<file path="config.mk">
export PLATFORM = sky130hd
export DESIGN_NAME = cpu_clock_gen
export DESIGN_NICKNAME = d
export VERILOG_FILES = /design/src/rtl/cpu_clock_gen_pkg.sv /design/src/rtl/cgen_wake_timer.sv /design/src/rtl/cgen_divider.sv /design/src/rtl/cgen_phase.sv /design/src/rtl/cpu_clock_gen.sv
export SDC_FILE = /design/constraint.sdc
export NUM_CORES = 1
export LEC_CHECK = 0
export BUFFER_PORTS_ARGS = -buffer_cell sky130_fd_sc_hd__buf_2
export CORE_ASPECT_RATIO = 0.6
export CORE_MARGIN = 4
export CORE_UTILIZATION = 32
export CTS_BUF_LIST = sky130_fd_sc_hd__clkbuf_2
export DETAILED_ROUTE_END_ITERATION = 8
export GPL_TIMING_DRIVEN = 0
export PLACE_DENSITY = 0.58
export SLEW_MARGIN = 20
export SYNTH_ARGS = -nofsm -noshare
export SYNTH_HDL_FRONTEND = slang
export SYNTH_SLANG_ARGS = --single-unit
</file>
<file path="constraint.sdc">
create_clock -name clk_osc -period 3.66 [get_ports clk_osc]
set_clock_uncertainty 0.1 [all_clocks]
set_input_delay 0 -clock clk_osc [delete_from_list [all_inputs] [get_ports clk_osc]]
set_output_delay 0 -clock clk_osc [all_outputs]
set_load 0.02 [all_outputs]
</file>
<file path="src/rtl/cpu_clock_gen_pkg.sv">
// Package: shared constants and helpers for the CPU clock generator.
// Assumes the divider register is at most 15 bits wide so periods fit in an int.
package cpu_clock_gen_pkg;
    localparam int unsigned DEF_DIV_W       = 8;
    localparam int unsigned DEF_HOLD_CYCLES = 224;

    // Width of a counter that must hold values 0..max_val.
    function automatic int unsigned cnt_width(input int unsigned max_val);
        return (max_val < 2) ? 1 : $clog2(max_val + 1);
    endfunction
endpackage

</file>
<file path="src/rtl/cgen_wake_timer.sv">
// Module: wake-up hold-off counter.
// Loads HOLD_CYCLES on reset or on a wake request and counts down once per
// oscillator cycle; ready is high only when the count has reached zero.
// Assumes wake_req is already synchronous to clk_osc.
module cgen_wake_timer #(
    parameter int unsigned HOLD_CYCLES = 224
) (
    input  logic clk_osc,
    input  logic rst_n,
    input  logic wake_req,
    output logic ready
);
    localparam int unsigned HW = cpu_clock_gen_pkg::cnt_width(HOLD_CYCLES);

    generate
        if (HOLD_CYCLES == 0) begin : g_no_hold
            logic rdy_q;
            // Purpose: ready follows reset only when no hold-off is configured.
            always_ff @(posedge clk_osc) begin
                if (!rst_n) rdy_q <= 1'b0;
                else        rdy_q <= 1'b1;
            end
            assign ready = rdy_q;
        end else begin : g_hold
            logic [HW-1:0] remain_q;
            // Purpose: reload on reset or wake, otherwise count down to zero.
            always_ff @(posedge clk_osc) begin
                if (!rst_n || wake_req)  remain_q <= HW'(HOLD_CYCLES);
                else if (remain_q != '0) remain_q <= remain_q - HW'(1);
            end
            assign ready = (remain_q == '0);
        end
    endgenerate
endmodule

</file>
<file path="src/rtl/cgen_divider.sv">
// Module: programmable CPU clock divider.
// A written value is parked in a pending register and moved into the active
// register only at a terminal count (or while the clock is held off), so a
// period in progress always completes with its original length.
// Value 0 gives a tick every cycle; value N gives a tick every 2*N cycles.
module cgen_divider #(
    parameter int unsigned DIV_W = 8
) (
    input  logic             clk_osc,
    input  logic             rst_n,
    input  logic             ready,
    input  logic             div_wr,
    input  logic [DIV_W-1:0] div_wdata,
    output logic             tick
);
    localparam int unsigned CW = DIV_W + 1;

    logic [DIV_W-1:0] pending_q;
    logic [DIV_W-1:0] active_q;
    logic [CW-1:0]    cnt_q;
    logic [CW-1:0]    term;

    // Purpose: last cycle of the division period for the active value.
    always_comb begin
        if (active_q == '0) term = '0;
        else                term = {active_q, 1'b0} - CW'(1);
    end

    assign tick = ready && (cnt_q == term);

    // Purpose: capture software writes without disturbing the running period.
    always_ff @(posedge clk_osc) begin
        if (!rst_n)      pending_q <= '0;
        else if (div_wr) pending_q <= div_wdata;
    end

    // Purpose: adopt the pending value only at a period boundary.
    always_ff @(posedge clk_osc) begin
        if (!rst_n)              active_q <= '0;
        else if (!ready || tick) active_q <= pending_q;
    end

    // Purpose: position within the current division period.
    always_ff @(posedge clk_osc) begin
        if (!rst_n || !ready || tick) cnt_q <= '0;
        else                          cnt_q <= cnt_q + CW'(1);
    end
endmodule

</file>
<file path="src/rtl/cgen_phase.sv">
// Module: half-rate strobes and clock output derived from the CPU tick.
// A phase bit alternates on each tick: the first tick of a pair is the
// peripheral enable, the second ends the machine cycle. The output pin
// inverts on each tick while enabled and is forced low otherwise.
module cgen_phase (
    input  logic clk_osc,
    input  logic rst_n,
    input  logic ready,
    input  logic tick,
    input  logic clkout_en,
    output logic pclk_en,
    output logic mcyc_stb,
    output logic clk_out
);
    logic second_q;
    logic pin_q;

    // Purpose: track which CPU clock of the pair comes next.
    always_ff @(posedge clk_osc) begin
        if (!rst_n || !ready) second_q <= 1'b0;
        else if (tick)        second_q <= ~second_q;
    end

    assign pclk_en  = tick && !second_q;
    assign mcyc_stb = tick &&  second_q;

    // Purpose: toggle the output pin once per CPU clock while enabled.
    always_ff @(posedge clk_osc) begin
        if (!rst_n || !clkout_en) pin_q <= 1'b0;
        else if (tick)            pin_q <= ~pin_q;
    end

    assign clk_out = pin_q;
endmodule

</file>
<file path="src/rtl/cpu_clock_gen.sv">
// Module: top of the CPU clock generator.
// Combines the wake-up hold-off, the divider and the phase logic. All outputs
// are enables in the clk_osc domain; no derived clock nets are created.
// Assumes every input is synchronous to clk_osc.
module cpu_clock_gen #(
    parameter int unsigned DIV_W       = cpu_clock_gen_pkg::DEF_DIV_W,
    parameter int unsigned HOLD_CYCLES = cpu_clock_gen_pkg::DEF_HOLD_CYCLES
) (
    input  logic             clk_osc,
    input  logic             rst_n,
    input  logic             div_wr,
    input  logic [DIV_W-1:0] div_wdata,
    input  logic             clkout_en,
    input  logic             wake_req,
    output logic             cclk_en,
    output logic             pclk_en,
    output logic             mcyc_stb,
    output logic             clk_out,
    output logic             clk_ready
);
    logic ready_w;
    logic tick_w;

    cgen_wake_timer #(.HOLD_CYCLES(HOLD_CYCLES)) u_wake (
        .clk_osc (clk_osc),
        .rst_n   (rst_n),
        .wake_req(wake_req),
        .ready   (ready_w)
    );

    cgen_divider #(.DIV_W(DIV_W)) u_div (
        .clk_osc  (clk_osc),
        .rst_n    (rst_n),
        .ready    (ready_w),
        .div_wr   (div_wr),
        .div_wdata(div_wdata),
        .tick     (tick_w)
    );

    cgen_phase u_phase (
        .clk_osc  (clk_osc),
        .rst_n    (rst_n),
        .ready    (ready_w),
        .tick     (tick_w),
        .clkout_en(clkout_en),
        .pclk_en  (pclk_en),
        .mcyc_stb (mcyc_stb),
        .clk_out  (clk_out)
    );

    assign cclk_en   = tick_w;
    assign clk_ready = ready_w;
endmodule

</file>
==> summary by stage, run 1 <==
CTS
The tree is rooted in a sky130_fd_sc_hd__clkbuf_2. The worst-case clock buffer depth is 2. TritonCTS built the clock tree. The number of setup buffers added after CTS is 0. CTS saw 35 sinks. The number of buffers created by CTS is 5. For the worst-skew pair, the clock arrives at the later sink with an insertion delay of between 300 and 400 ps. The H-tree depth is 2. The clock slew seen by the registers of the worst setup and hold paths is approximately 200 ps.

Power
The relative contribution of combinational cells to total power is between 10% and 20%. Per report_power, the sequential group accounts for approximately half of the total. Internal power comes to around 580 uW. Across the VDD grid, the largest voltage drop is between 0.0001 and 0.00015 V.

The switching share of power is 27.82%. The static leakage is 0.8806 nW. The clock network accounts for a little under a third of the total power.

The power per unit of standard cell area is about 340 nW/um2. The net switching power figure is about 220 uW.

Setup path
At the worst endpoint, the arrival time is 3420 ps. The endpoint of the worst register-to-register path is u_phase.clk_out. STA puts the critical path data required time at 3900 ps. The number of cells traversed by the worst register-to-register path is 9. The setup slack of the most critical reg-to-reg path is roughly 480 ps. The worst stage delay on the critical path is ~550 ps. Traced cell by cell, the critical path runs through inv_1, ha_1, or3b_2, a22o_1, o32ai_1, o2111ai_2, nor3_2, mux2i_1, dlygate4sd3_1. The slowest cell on the critical path is sky130_fd_sc_hd__dlygate4sd3_1. The critical path class is reg2reg.

The biggest fanout along the worst timing path is 7. In this design, the largest share of critical-path delay is due to simple AND/OR/NAND/NOR gates. The number of buffer and inverter stages on the critical path is 2. The type of destination of the critical path is a flip-flop. In this run the critical register-to-register path is launched from u_div.active_q[0]. STA classifies the critical path startpoint as a flip-flop. The number of gates on the worst path with buffers counted is 9.

Final layout
The filler cell count in the final layout is 602. The share of post-route cells with drive strength above 1 is between 15 and 20%. For this run, the post-layout net count is approximately 270. 0 antenna diodes ended up in the layout. The layout overhead on the synthesized area is 21.27%.

STA
The tightest hold path in the finished design has a slack of between 100 and 150 ps. At the pin with the least slew margin, the transition time is 622.6 ps. The number of hold violations in the final report is 0. For the final routed database, the setup TNS stands at 0 ps. Setup repair after global routing left no endpoint under its margin. Setup violations remaining at the end of the flow were counted as 0. The worst-case headroom to the max-slew limit is 58.49%. The count of final max-slew check failures is 0. The clock period could shrink to 3181 ps. Static timing analysis puts the maximum clock frequency at 314.4 MHz.

In the finished design, the share of the clock period the worst path needs comes to between 80% and 90%.

Floorplanning
The floorplan step set the die height to approximately 68 um. Measured along the x axis, the die boundary spans between 100 and 150 um. The die covers approximately 7400 um2. In this run the count of I/O pins placed on the die edge is 18. The initialized floorplan defines 21 standard-cell rows. Once the floorplan was initialized, standard cells occupied between 30% and 40% of the core. The core region is 5728 um2.

Place
The post-detailed-placement half-perimeter wirelength is 2.953 mm. The global placement routability congestion is around 0.71. Input and output buffers added on the ports amount to 15.

GRT
The remaining global-route overflow is 0. Entering global routing, the biggest net connects 12 pins. The first global-routing pass estimated slightly below 7 mm of wire.

The initial antenna violation count came to 0. The number of global-route vias before repair came to ~1400. The overall routing resource usage is a little under an eighth.

Synth
Synthesis produced a netlist whose cell count is about 210. Ranked by total cell area, the synthesized netlist is headed by sky130_fd_sc_hd__dfxtp_1, sky130_fd_sc_hd__mux2i_1, sky130_fd_sc_hd__xnor2_1. The largest total area in the synthesized netlist belongs to sky130_fd_sc_hd__dfxtp_1.

When the netlist entered floorplanning its net count stood at between 200 and 250. The synthesized design contains 0 enable-type register cells. The synthesized netlist occupies a cell area of 1947 um2.

For this run, the leading register cell type out of synthesis is sky130_fd_sc_hd__dfxtp_1. Synthesis instantiated 53 different standard cells from the library. Yosys printed 0 warnings.

The post-synthesis async set-or-reset flop share is 0%. Averaged over all synthesized cells, the footprint is 9.183 um2. Of the post-synthesis cell area, the dominant cell type holds between 30 and 40%. The flop and latch count out of synthesis is 35. After synthesis, flip-flops and latches occupy a little over a third of the total area.

Routing
The wire length reported by the detailed router is roughly 4.0 mm. After detailed routing, the number of vias per cell comes to 4.693. In this run, the number of DRC markers left after iteration 0 of detailed routing was 33. The via count of the routed design is approximately 1600. After detailed routing, the average wire length per cell comes to roughly 12 um.

The first detailed-routing pass ran for 4 iterations. In this run the remaining antenna-violating nets after routing total 0. The number of remaining DRC errors is 0.

Run
The tool flagged a number of max-cap violations equal to 0.

Worst hold path
In this run the worst hold path is classified as in2reg. The terminating pin of the worst hold path is u_div.pending_q[2]. In this run the most critical hold path is launched from div_wr.

Counting instances, the worst hold path has a depth of 3.

Run status
The run finished with clean final reports.
-- stage by stage --
step / util [%] / std cells / setup slack [ps] / power [mW] / area [um2]
final: 41.22 / 332 / 479.0 / 0.8055 / 2361
after global routing: 41.22 / 332 / 274.9 / 0.8517 / 2361
after CTS: 41.13 / 332 / 264.0 / 0.8145 / 2356
after detailed placement: 37.05 / 307 / 788.7 / 0.5517 / 2122
after global placement: 37.05 / 307 / 828.1 / 0.5498 / 2122
after floorplan: - / 212 / 1057 / 0.5221 / 1947
-- what timing repair did --
action,4_1_cts,5_1_grt
hold buffers,17,0
gates resized for setup,0,1
hold endpoints to repair,24,0
endpoints found under the setup margin,0,1
-- cell usage after synthesis (3+ instances only) --
library cell and count:
sky130_fd_sc_hd__nand3_1 8, sky130_fd_sc_hd__xor2_1 6, sky130_fd_sc_hd__buf_6 3, sky130_fd_sc_hd__nor2b_1 10
sky130_fd_sc_hd__nor2_1 21, sky130_fd_sc_hd__a21oi_1 3, sky130_fd_sc_hd__clkbuf_1 5, sky130_fd_sc_hd__inv_1 9
sky130_fd_sc_hd__o21ai_0 5, sky130_fd_sc_hd__nor4b_1 3, sky130_fd_sc_hd__mux2i_1 17, sky130_fd_sc_hd__nand2_1 23
sky130_fd_sc_hd__ha_1 4, sky130_fd_sc_hd__nor4_1 4, sky130_fd_sc_hd__xnor2_1 10, sky130_fd_sc_hd__o21a_1 3
sky130_fd_sc_hd__dfxtp_1 35
-- layout make-up --
type,count,area (um2),area share [%]
buffer,10,65.06,2.756
clock buffer,5,25.02,1.060
clock inverter,3,38.79,1.643
inverter,9,33.78,1.431
multi-input combinational,158,1152,48.81
sequential,35,700.7,29.68
tap,80,100.1,4.240
timing repair buffer,32,245.2,10.39
-- cell families (layout without fill, tap and decap cells) --
logic type / count (synthesis) / after routing / share of synthesized area, %
and+or+nand+nor: 89 / 89 / 25.06
DFF: 35 / 35 / 35.99
AOI/OAI and AO/OA: 32 / 32 / 15.36
buffers and inverters: 19 / 59 / 5.077
muxes: 17 / 17 / 8.740
xor gates and xnor gates: 16 / 16 / 7.198
adders and majority gates: 4 / 4 / 2.571
-- registers in the layout (all words and copies together) (netlist names) --
| signal | cells |
|---|---|
| u_div.cnt_q | 9 |
| u_div.active_q | 8 |
| u_phase.second_q | 1 |
| u_wake.g_hold.remain_q | 8 |
| u_div.pending_q | 8 |
| u_phase.clk_out | 1 |
-- worst max-delay path by stage --
stage,slack (ps),end,startpoint
floorplan,1060,mcyc_stb,u_div.active_q[0]
global placement,830,mcyc_stb,u_div.active_q[0]
detailed placement,790,u_phase.second_q,u_div.active_q[0]
CTS,260,u_phase.clk_out,u_div.active_q[0]
global route,270,u_phase.clk_out,u_div.active_q[0]
finish,480,u_phase.clk_out,u_div.active_q[0]
-- power by group through the flow --
stage | clock network [mW] | logic, mW | registers (mW)
global placement | 0 | 0.134 | 0.415
finish | 0.248 | 0.150 | 0.408
floorplan | 0 | 0.109 | 0.413
detailed placement | 0 | 0.136 | 0.415
global route | 0.275 | 0.167 | 0.410
CTS | 0.257 | 0.149 | 0.408
-- cell usage in the layout (no fill, tap or decap), types with 6 or more instances in the layout --
cell	synthesis	layout
sky130_fd_sc_hd__nand3_1	8	8
sky130_fd_sc_hd__xnor2_1	10	10
sky130_fd_sc_hd__mux2i_1	17	17
sky130_fd_sc_hd__xor2_1	6	6
sky130_fd_sc_hd__nor2b_1	10	10
sky130_fd_sc_hd__nand2_1	23	23
sky130_fd_sc_hd__inv_1	9	9
sky130_fd_sc_hd__dlygate4sd3_1	0	17
sky130_fd_sc_hd__buf_2	1	16
sky130_fd_sc_hd__nor2_1	21	21
sky130_fd_sc_hd__dfxtp_1	35	35
-- worst reg2reg max path: cells and delay by family, from the launching register on --
kind                     cells  cell delay (ps)
multiplexers                 1              200
flip-flops                   1              470
adder cells (fa/ha/maj)      1              340
buffers and inverters        2              620
AND/OR/NAND/NOR              2              730
AO/OA/AOI/OAI                3              700
-- layer usage --
layer	routed length [um]	up-vias	track usage, %	part of all wire, %
li1	-	832	-	-
met1	2430	694	18.59	60
met2	1395	30	15.15	35
met3	184	2	3.393	4.6
met4	19	0	2.835	0.47
met5	0	-	0	0
Power figures use the tool's default switching activity.
==> run 2: changes to the inputs <==
Settings changed: CORE_ASPECT_RATIO 0.6 to 1.75.
==> run 2 against run 1 <==
Sequential power is essentially flat. Largest cell class unchanged. Final area grew 0.95%. Count of clock-buffer cells in the layout is the same. Total power grew 0.74%. Maximum frequency shrank 6.0%. Clock power grew 2%. Via count grew 5.0%.
==> summary by stage, run 2 (synthesized netlist as in run 1, its figures left out) <==
Run status
The run finished with clean final reports.

Final layout
The most flop-heavy register is u_div.cnt_q. The most frequent standard cell in the layout excluding fill and tap cells is sky130_fd_sc_hd__dfxtp_1. The number of flip-flops in the largest register was 9 (unchanged). The antenna cell count was 0 (unchanged). The post-layout instance area is 2384 um2 (+0.95%). Leaving out fill and tap cells, the most frequent cells in the layout are sky130_fd_sc_hd__dfxtp_1, sky130_fd_sc_hd__nand2_1, sky130_fd_sc_hd__nor2_1, sky130_fd_sc_hd__dlygate4sd3_1, sky130_fd_sc_hd__mux2i_1. The area growth from synthesis to layout is 22.43%.

The number of nets in the layout is 271 (+1.1%). The filler cell count in the final layout was 602 (unchanged). The share of post-route cells with drive strength above 1 is 15.29% (-0.58 points).

The number of standard cells in the final layout excluding fillers is 333 (+0.30%).

CTS
The clock slew seen by the registers of the worst setup and hold paths is 200 ps (about the same). The clock sink count came to 35 (unchanged). The number of buffers created by CTS is 5 (unchanged).

TritonCTS built the clock tree. The H-tree depth was 2 (unchanged). The cell chosen for the clock root is sky130_fd_sc_hd__clkbuf_2. The worst-case clock buffer depth is 2 (unchanged). The latest clock arrival within the worst-skew pair is 390 ps (+20 ps).

STA
The number of hold violations in the final report was 0 (unchanged). The worst hold slack after final layout came to 102.4 ps (-7.141 ps). The actual slew at the worst max-slew pin is 694.7 ps (+72.11 ps). The final clock period utilization by the worst path is 92.42% (+5.5 points).

The final critical-path required period came to 3383 ps (+201.8 ps). The post-route setup TNS was 0 ps (unchanged). The count of final max-slew check failures is 0 (unchanged). The worst-case headroom to the max-slew limit was 53.59% (-4.9 points). The highest attainable clock frequency came to 295.6 MHz (-6.0%). Setup repair after global routing left no endpoint under its margin. The final setup violation count came to 0 (unchanged).

Routing
The wire length reported by the detailed router is 4.170 mm (+3.5%). The routed wire length per instance is 12.52 um (+3.2%). The via count of the routed design came to 1636 (+5.0%).

The violation count after the first detailed-routing iteration came to 22 (-33%). The per-cell via count in the routed design is 4.913 (+4.7%). The number of iterations in the first detailed-routing pass was 4 (unchanged).

The number of remaining DRC errors came to 0 (unchanged). The remaining antenna violation count was 0 (unchanged).

GRT
The initial antenna violation count is 0 (unchanged). The remaining global-route overflow is 0 (unchanged). The pin count of the biggest net entering global routing is 12 (unchanged). The number of global-route vias before repair is 1680 (+19%).

The wire length of the first global-routing pass is 7.472 mm (+9.5%). The overall routing resource usage is 12.74% (+0.92 points).

Power
The maximum VDD drop came to 0.0002624 V (+75%). The power per unit of standard cell area is 340.4 nW/um2 (-0.22%). The static leakage was 0.8960 nW (+1.7%). The total power consumption of the routed design came to 811.4 uW (+0.74%).

Floorplanning
The vertical die dimension was 111.2 um (+63%). The starting density of the core was 33.11% (-0.88 points). The boundary pin count is 18 (unchanged). The standard cell core area is 5879 um2 (+2.6%).

The width of the chip is 66.96 um (-38%). The row count is 37 (+76%). The overall die area is 7445 um2 (+0.11%).

Setup path
The setup path with the least slack is of type reg2reg. The data arrival time of the critical path is 3620 ps (+200 ps). The number of cells traversed by the worst register-to-register path is 9 (unchanged).

STA classifies the critical path startpoint as a flip-flop. The critical path data required time is 3900 ps (about the same). The biggest fanout along the worst timing path is 6 (-1). The type of destination of the critical path is a flip-flop.

Worst hold path
The cell depth of the worst min-delay path is 3 (unchanged). The tightest min-delay check is of the in2reg type.

Run
The reported max-cap violation count is 0 (unchanged).

Place
The number of placed instances, taps included is 305 (-0.65%). The cell area after placement is 2120 um2 (-0.12%). The global placement routability congestion is 0.7161 (+0.86%). The number of buffers added on ports was 15 (unchanged). The post-detailed-placement half-perimeter wirelength is 3.163 mm (+7.1%).
## run 2: critical path: stages (launching register included)
cell	delay (ps)
sky130_fd_sc_hd__dfxtp_1	410
sky130_fd_sc_hd__inv_1	70
sky130_fd_sc_hd__ha_1	230
sky130_fd_sc_hd__nor3b_1	610
sky130_fd_sc_hd__a22oi_1	190
sky130_fd_sc_hd__o32ai_1	410
sky130_fd_sc_hd__o2111ai_2	270
sky130_fd_sc_hd__nor3_2	300
sky130_fd_sc_hd__mux2i_1	200
sky130_fd_sc_hd__dlygate4sd3_1	550
## run 2: layout make-up
class / count / area [um2] / area share [%]
Buffer: 10 / 65.06 / 2.730
Multi-Input combinational cell: 158 / 1147 / 48.14
Inverter: 9 / 33.78 / 1.417
Timing Repair Buffer: 35 / 275.3 / 11.55
Tap cell: 78 / 97.59 / 4.094
Clock inverter: 3 / 38.79 / 1.627
Sequential cell: 35 / 700.7 / 29.40
Clock buffer: 5 / 25.02 / 1.050
## run 2: timing repair
| action | 4_1_cts | 5_1_grt |
|---|---|---|
| hold buffers | 20 | 0 |
| resized for setup | 0 | 0 |
| hold endpoints to repair | 24 | 0 |
| buffers inserted | 0 | 0 |
## run 2: path summary, 6_finish.rpt
| check | endpoint | startpoint | slack, ps |
|---|---|---|---|
| worst min register to register | u_div.active_q[5] | u_div.pending_q[5] | 380 |
| worst min-delay path | u_div.pending_q[4] | div_wr | 100 |
| worst max register to register | u_phase.clk_out | u_div.active_q[1] | 280 |
| worst max-delay path | u_phase.clk_out | u_div.active_q[1] | 280 |
## run 2: per-stage QoR
stage / utilization, % / setup slack, ps
final: 40.54 / 277.2
after global routing: 40.54 / 19.26
after CTS: 40.54 / 240.0
after detailed placement: 36.05 / 788.5
after global placement: 36.05 / 763.3
after floorplan: - / 1057
## run 2: report_power, final
| group | switching, mW | internal, mW |
|---|---|---|
| Combinational | 0.0752 | 0.0752 |
| Clock | 0.141 | 0.113 |
| Sequential | 0.0122 | 0.396 |
| Total | 0.228 | 0.583 |
## run 2: per-layer routing
| layer | share of wire, % | global-route usage (%) | vias up | routed length [um] |
|---|---|---|---|---|
| li1 | - | - | 833 | - |
| met1 | 37 | 12.75 | 775 | 1561 |
| met2 | 58 | 24.27 | 20 | 2426 |
| met3 | 1.9 | 2.231 | 8 | 80 |
| met4 | 2.4 | 5.420 | 0 | 101 |
| met5 | 0 | 0 | - | 0 |
==> run 3: changes to the inputs <==
Settings changed: CELL_PAD_IN_SITES_DETAIL_PLACEMENT set to 1, CELL_PAD_IN_SITES_GLOBAL_PLACEMENT set to 2, PLACE_DENSITY 0.58 to 0.8.
==> run 3 against run 2 <==
Die area is the same. Final cell count grew 0.30%. Maximum frequency grew 4.3%. Sequential power is essentially flat. Hold slack lost 51 ps. Combinational power is essentially flat. Global-route usage grew 1.3 points. Sequential share of layout area shrank 0.18 points. Largest cell class unchanged.
==> summary by stage, run 3 (synthesized netlist as in run 1, its figures left out) <==
Routing
The number of iterations in the first detailed-routing pass came to 4 (unchanged). The routed wire length per instance was 13.30 um (+6.2%). The violation count after the first detailed-routing iteration is 29 (+32%). The remaining antenna violation count is 0 (unchanged).

The wire length reported by the detailed router is 4.442 mm (+6.5%). The number of remaining DRC errors is 0 (unchanged). The per-cell via count in the routed design is 4.994 (+1.7%). The via count of the routed design is 1668 (+2.0%).

Setup path
The critical path goes through inv_1, ha_1, or3b_2, a22o_1, o32ai_1, o2111ai_2, nor3_2, mux2i_1, dlygate4sd3_1. The largest delay contributor family on the critical path is simple AND/OR/NAND/NOR gates. The setup slack of the most critical reg-to-reg path is 420 ps (+140 ps). The data arrival time of the critical path came to 3510 ps (-110 ps). The worst reg2reg path startpoint is u_div.active_q[0]. STA classifies the critical path startpoint as a flip-flop.

The largest individual stage delay along the critical path comes from the cell sky130_fd_sc_hd__dlygate4sd3_1. The critical path data required time is 3920 ps (+20 ps). The worst stage delay on the critical path is 560 ps (-50 ps). The worst setup path is captured at a flip-flop. The biggest fanout along the worst timing path is 7 (+1). In this run the critical register-to-register path is captured at u_phase.clk_out. The number of buffer and inverter stages on the critical path was 2 (unchanged).

The critical path in this run is classified as reg2reg. The number of cells traversed by the worst register-to-register path is 9 (unchanged).

STA
The post-route setup TNS came to 0 ps (unchanged). The count of final max-slew check failures came to 0 (unchanged). The final setup violation count came to 0 (unchanged). The number of hold violations in the final report is 0 (unchanged). The final clock period utilization by the worst path is 88.61% (-3.8 points). Setup repair after global routing left no endpoint under its margin.

The actual slew at the worst max-slew pin came to 616.0 ps (-78.70 ps). The worst-case headroom to the max-slew limit is 58.56% (+5.0 points). The final critical-path required period was 3243 ps (-139.7 ps).

The worst-case setup margin in the final layout came to 416.9 ps (+139.7 ps). The highest attainable clock frequency is 308.4 MHz (+4.3%).

Worst hold path
The cell depth of the worst min-delay path is 3 (unchanged). The terminating pin of the worst hold path is u_div.pending_q[3]. The startpoint identified for the worst hold timing path is div_wr.

The class of the worst hold path is in2reg.

Power
The internal power of the cells is 584.2 uW (+0.13%). The part of the total power dissipated in the clock network is 31.0% (-0.2 points). The net switching power figure came to 229.5 uW (+0.66%). The share of power burned in registers is 50.1% (-0.2 points).

The switching share of power came to 28.21% (+0.11 points). The maximum VDD drop came to 0.0002426 V (-7.5%). The power per unit of standard cell area came to 339.2 nW/um2 (-0.35%). The relative contribution of combinational cells to total power is 18.8% (+0.3 points). The static leakage is 0.9015 nW (+0.62%).

Place
The global placement routability congestion is 0.7628 (+6.5%). The number of placed instances, taps included is 305 (unchanged). The pre-CTS setup slack is 653.3 ps (-135.2 ps). The post-detailed-placement half-perimeter wirelength is 3.223 mm (+1.9%). The number of buffers added on ports is 15 (unchanged). The cell area after placement was 2120 um2 (unchanged).

Final layout
The share of post-route cells with drive strength above 1 came to 15.63% (+0.33 points). The number of nets in the layout is 272 (+0.37%). The area growth from synthesis to layout is 23.20%. The post-layout instance area is 2399 um2 (+0.63%).

The final design utilization is 40.80% (+0.26 points). The antenna cell count is 0 (unchanged). The number of standard cells in the final layout excluding fillers came to 334 (+0.30%). The most frequent standard cell in the layout excluding fill and tap cells is sky130_fd_sc_hd__dfxtp_1. The number of flip-flops in the largest register is 9 (unchanged). More flip-flops sit in one register than any other, and that register is u_div.cnt_q. In the layout the commonest cells are sky130_fd_sc_hd__dfxtp_1, sky130_fd_sc_hd__nand2_1, sky130_fd_sc_hd__nor2_1, sky130_fd_sc_hd__dlygate4sd3_1, sky130_fd_sc_hd__mux2i_1.

GRT
The number of global-route vias before repair is 1788 (+6.4%). The pin count of the biggest net entering global routing is 12 (unchanged). The initial antenna violation count was 0 (unchanged). The wire length of the first global-routing pass is 8.031 mm (+7.5%). The overall routing resource usage is 14.08% (+1.3 points). The remaining global-route overflow is 0 (unchanged).

CTS
The latest clock arrival within the worst-skew pair is 410 ps (+20 ps). The worst-case clock buffer depth was 2 (unchanged). TritonCTS built the clock tree. The clock slew seen by the registers of the worst setup and hold paths came to 200 ps (about the same). The cell chosen for the clock root is sky130_fd_sc_hd__clkbuf_2. The H-tree depth is 2 (unchanged). The clock sink count is 35 (unchanged). The number of buffers created by CTS was 5 (unchanged).

Floorplanning
The overall die area is 7445 um2 (unchanged). The width of the chip is 66.96 um (unchanged). The boundary pin count is 18 (unchanged).

The row count is 37 (unchanged). The vertical die dimension is 111.2 um (unchanged). The standard cell core area is 5879 um2 (unchanged). The starting density of the core was 33.11% (unchanged).

Run status
The run finished with clean final reports.

Run
The reported max-cap violation count is 0 (unchanged).
run 3: changes by cell type in the layout (fill, tap and decap cells not counted):
cell	previous run	this run
sky130_fd_sc_hd__dlygate4sd3_1	20	21
sky130_fd_sc_hd__nor3b_2	0	1
sky130_fd_sc_hd__nor3b_1	2	1
run 3: worst register-to-register path, cell delays in order, from the launching register on:
cell and delay (ps):
sky130_fd_sc_hd__dfxtp_1 490, sky130_fd_sc_hd__inv_1 70, sky130_fd_sc_hd__ha_1 330, sky130_fd_sc_hd__or3b_2 450, sky130_fd_sc_hd__a22o_1 210, sky130_fd_sc_hd__o32ai_1 230
sky130_fd_sc_hd__o2111ai_2 270, sky130_fd_sc_hd__nor3_2 280, sky130_fd_sc_hd__mux2i_1 200, sky130_fd_sc_hd__dlygate4sd3_1 560
run 3: power groups by stage:
stage | clock network, mW | registers, mW | logic, mW
after detailed placement | 0 | 0.416 | 0.137
after global placement | 0 | 0.415 | 0.135
after CTS | 0.263 | 0.408 | 0.154
final | 0.252 | 0.408 | 0.153
after floorplan | 0 | 0.413 | 0.109
after global routing | 0.284 | 0.411 | 0.170
run 3: timing repair:
action / in CTS / in global routing
endpoints found under the setup margin: 0 / 1
hold endpoints to repair: 24 / 0
setup buffers: 0 / 0
gates resized for setup: 0 / 1
hold buffers: 21 / 0
run 3: final cells by class:
type | count | area (um2)
Timing Repair Buffer | 36 | 285.3
Inverter | 9 | 33.78
Multi-Input combinational cell | 158 | 1152
Fill cell | 716 | 3481
Sequential cell | 35 | 700.7
Buffer | 10 | 65.06
Clock inverter | 3 | 38.79
Clock buffer | 5 | 25.02
Tap cell | 78 | 97.59
run 3: worst max-delay path by stage:
stage                     cells past startpoint         endpoint         startpoint  slack [ps]
after global routing                          9  u_phase.clk_out  u_div.active_q[0]         220
after floorplan                               9         mcyc_stb  u_div.active_q[0]        1060
final                                         9  u_phase.clk_out  u_div.active_q[0]         420
after global placement                        9   u_div.cnt_q[7]  u_div.active_q[0]         710
after CTS                                     9  u_phase.clk_out  u_div.active_q[0]         140
after detailed placement                      9   u_div.cnt_q[6]  u_div.active_q[0]         650
run 3: layer usage:
layer	vias up	routed length [um]	GRT usage [%]
li1	832	-	-
met1	815	1705	14.01
met2	14	2536	26.19
met3	7	107	2.535
met4	0	92	7.317
met5	-	0	0
run 3: metrics by stage:
stage / hold WS, ps / power [mW]
floorplan: 36.68 / 0.5221
global placement: 157.9 / 0.5498
detailed placement: 167.4 / 0.5532
CTS: 48.99 / 0.8252
global route: 35.65 / 0.8649
finish: 51.67 / 0.8137
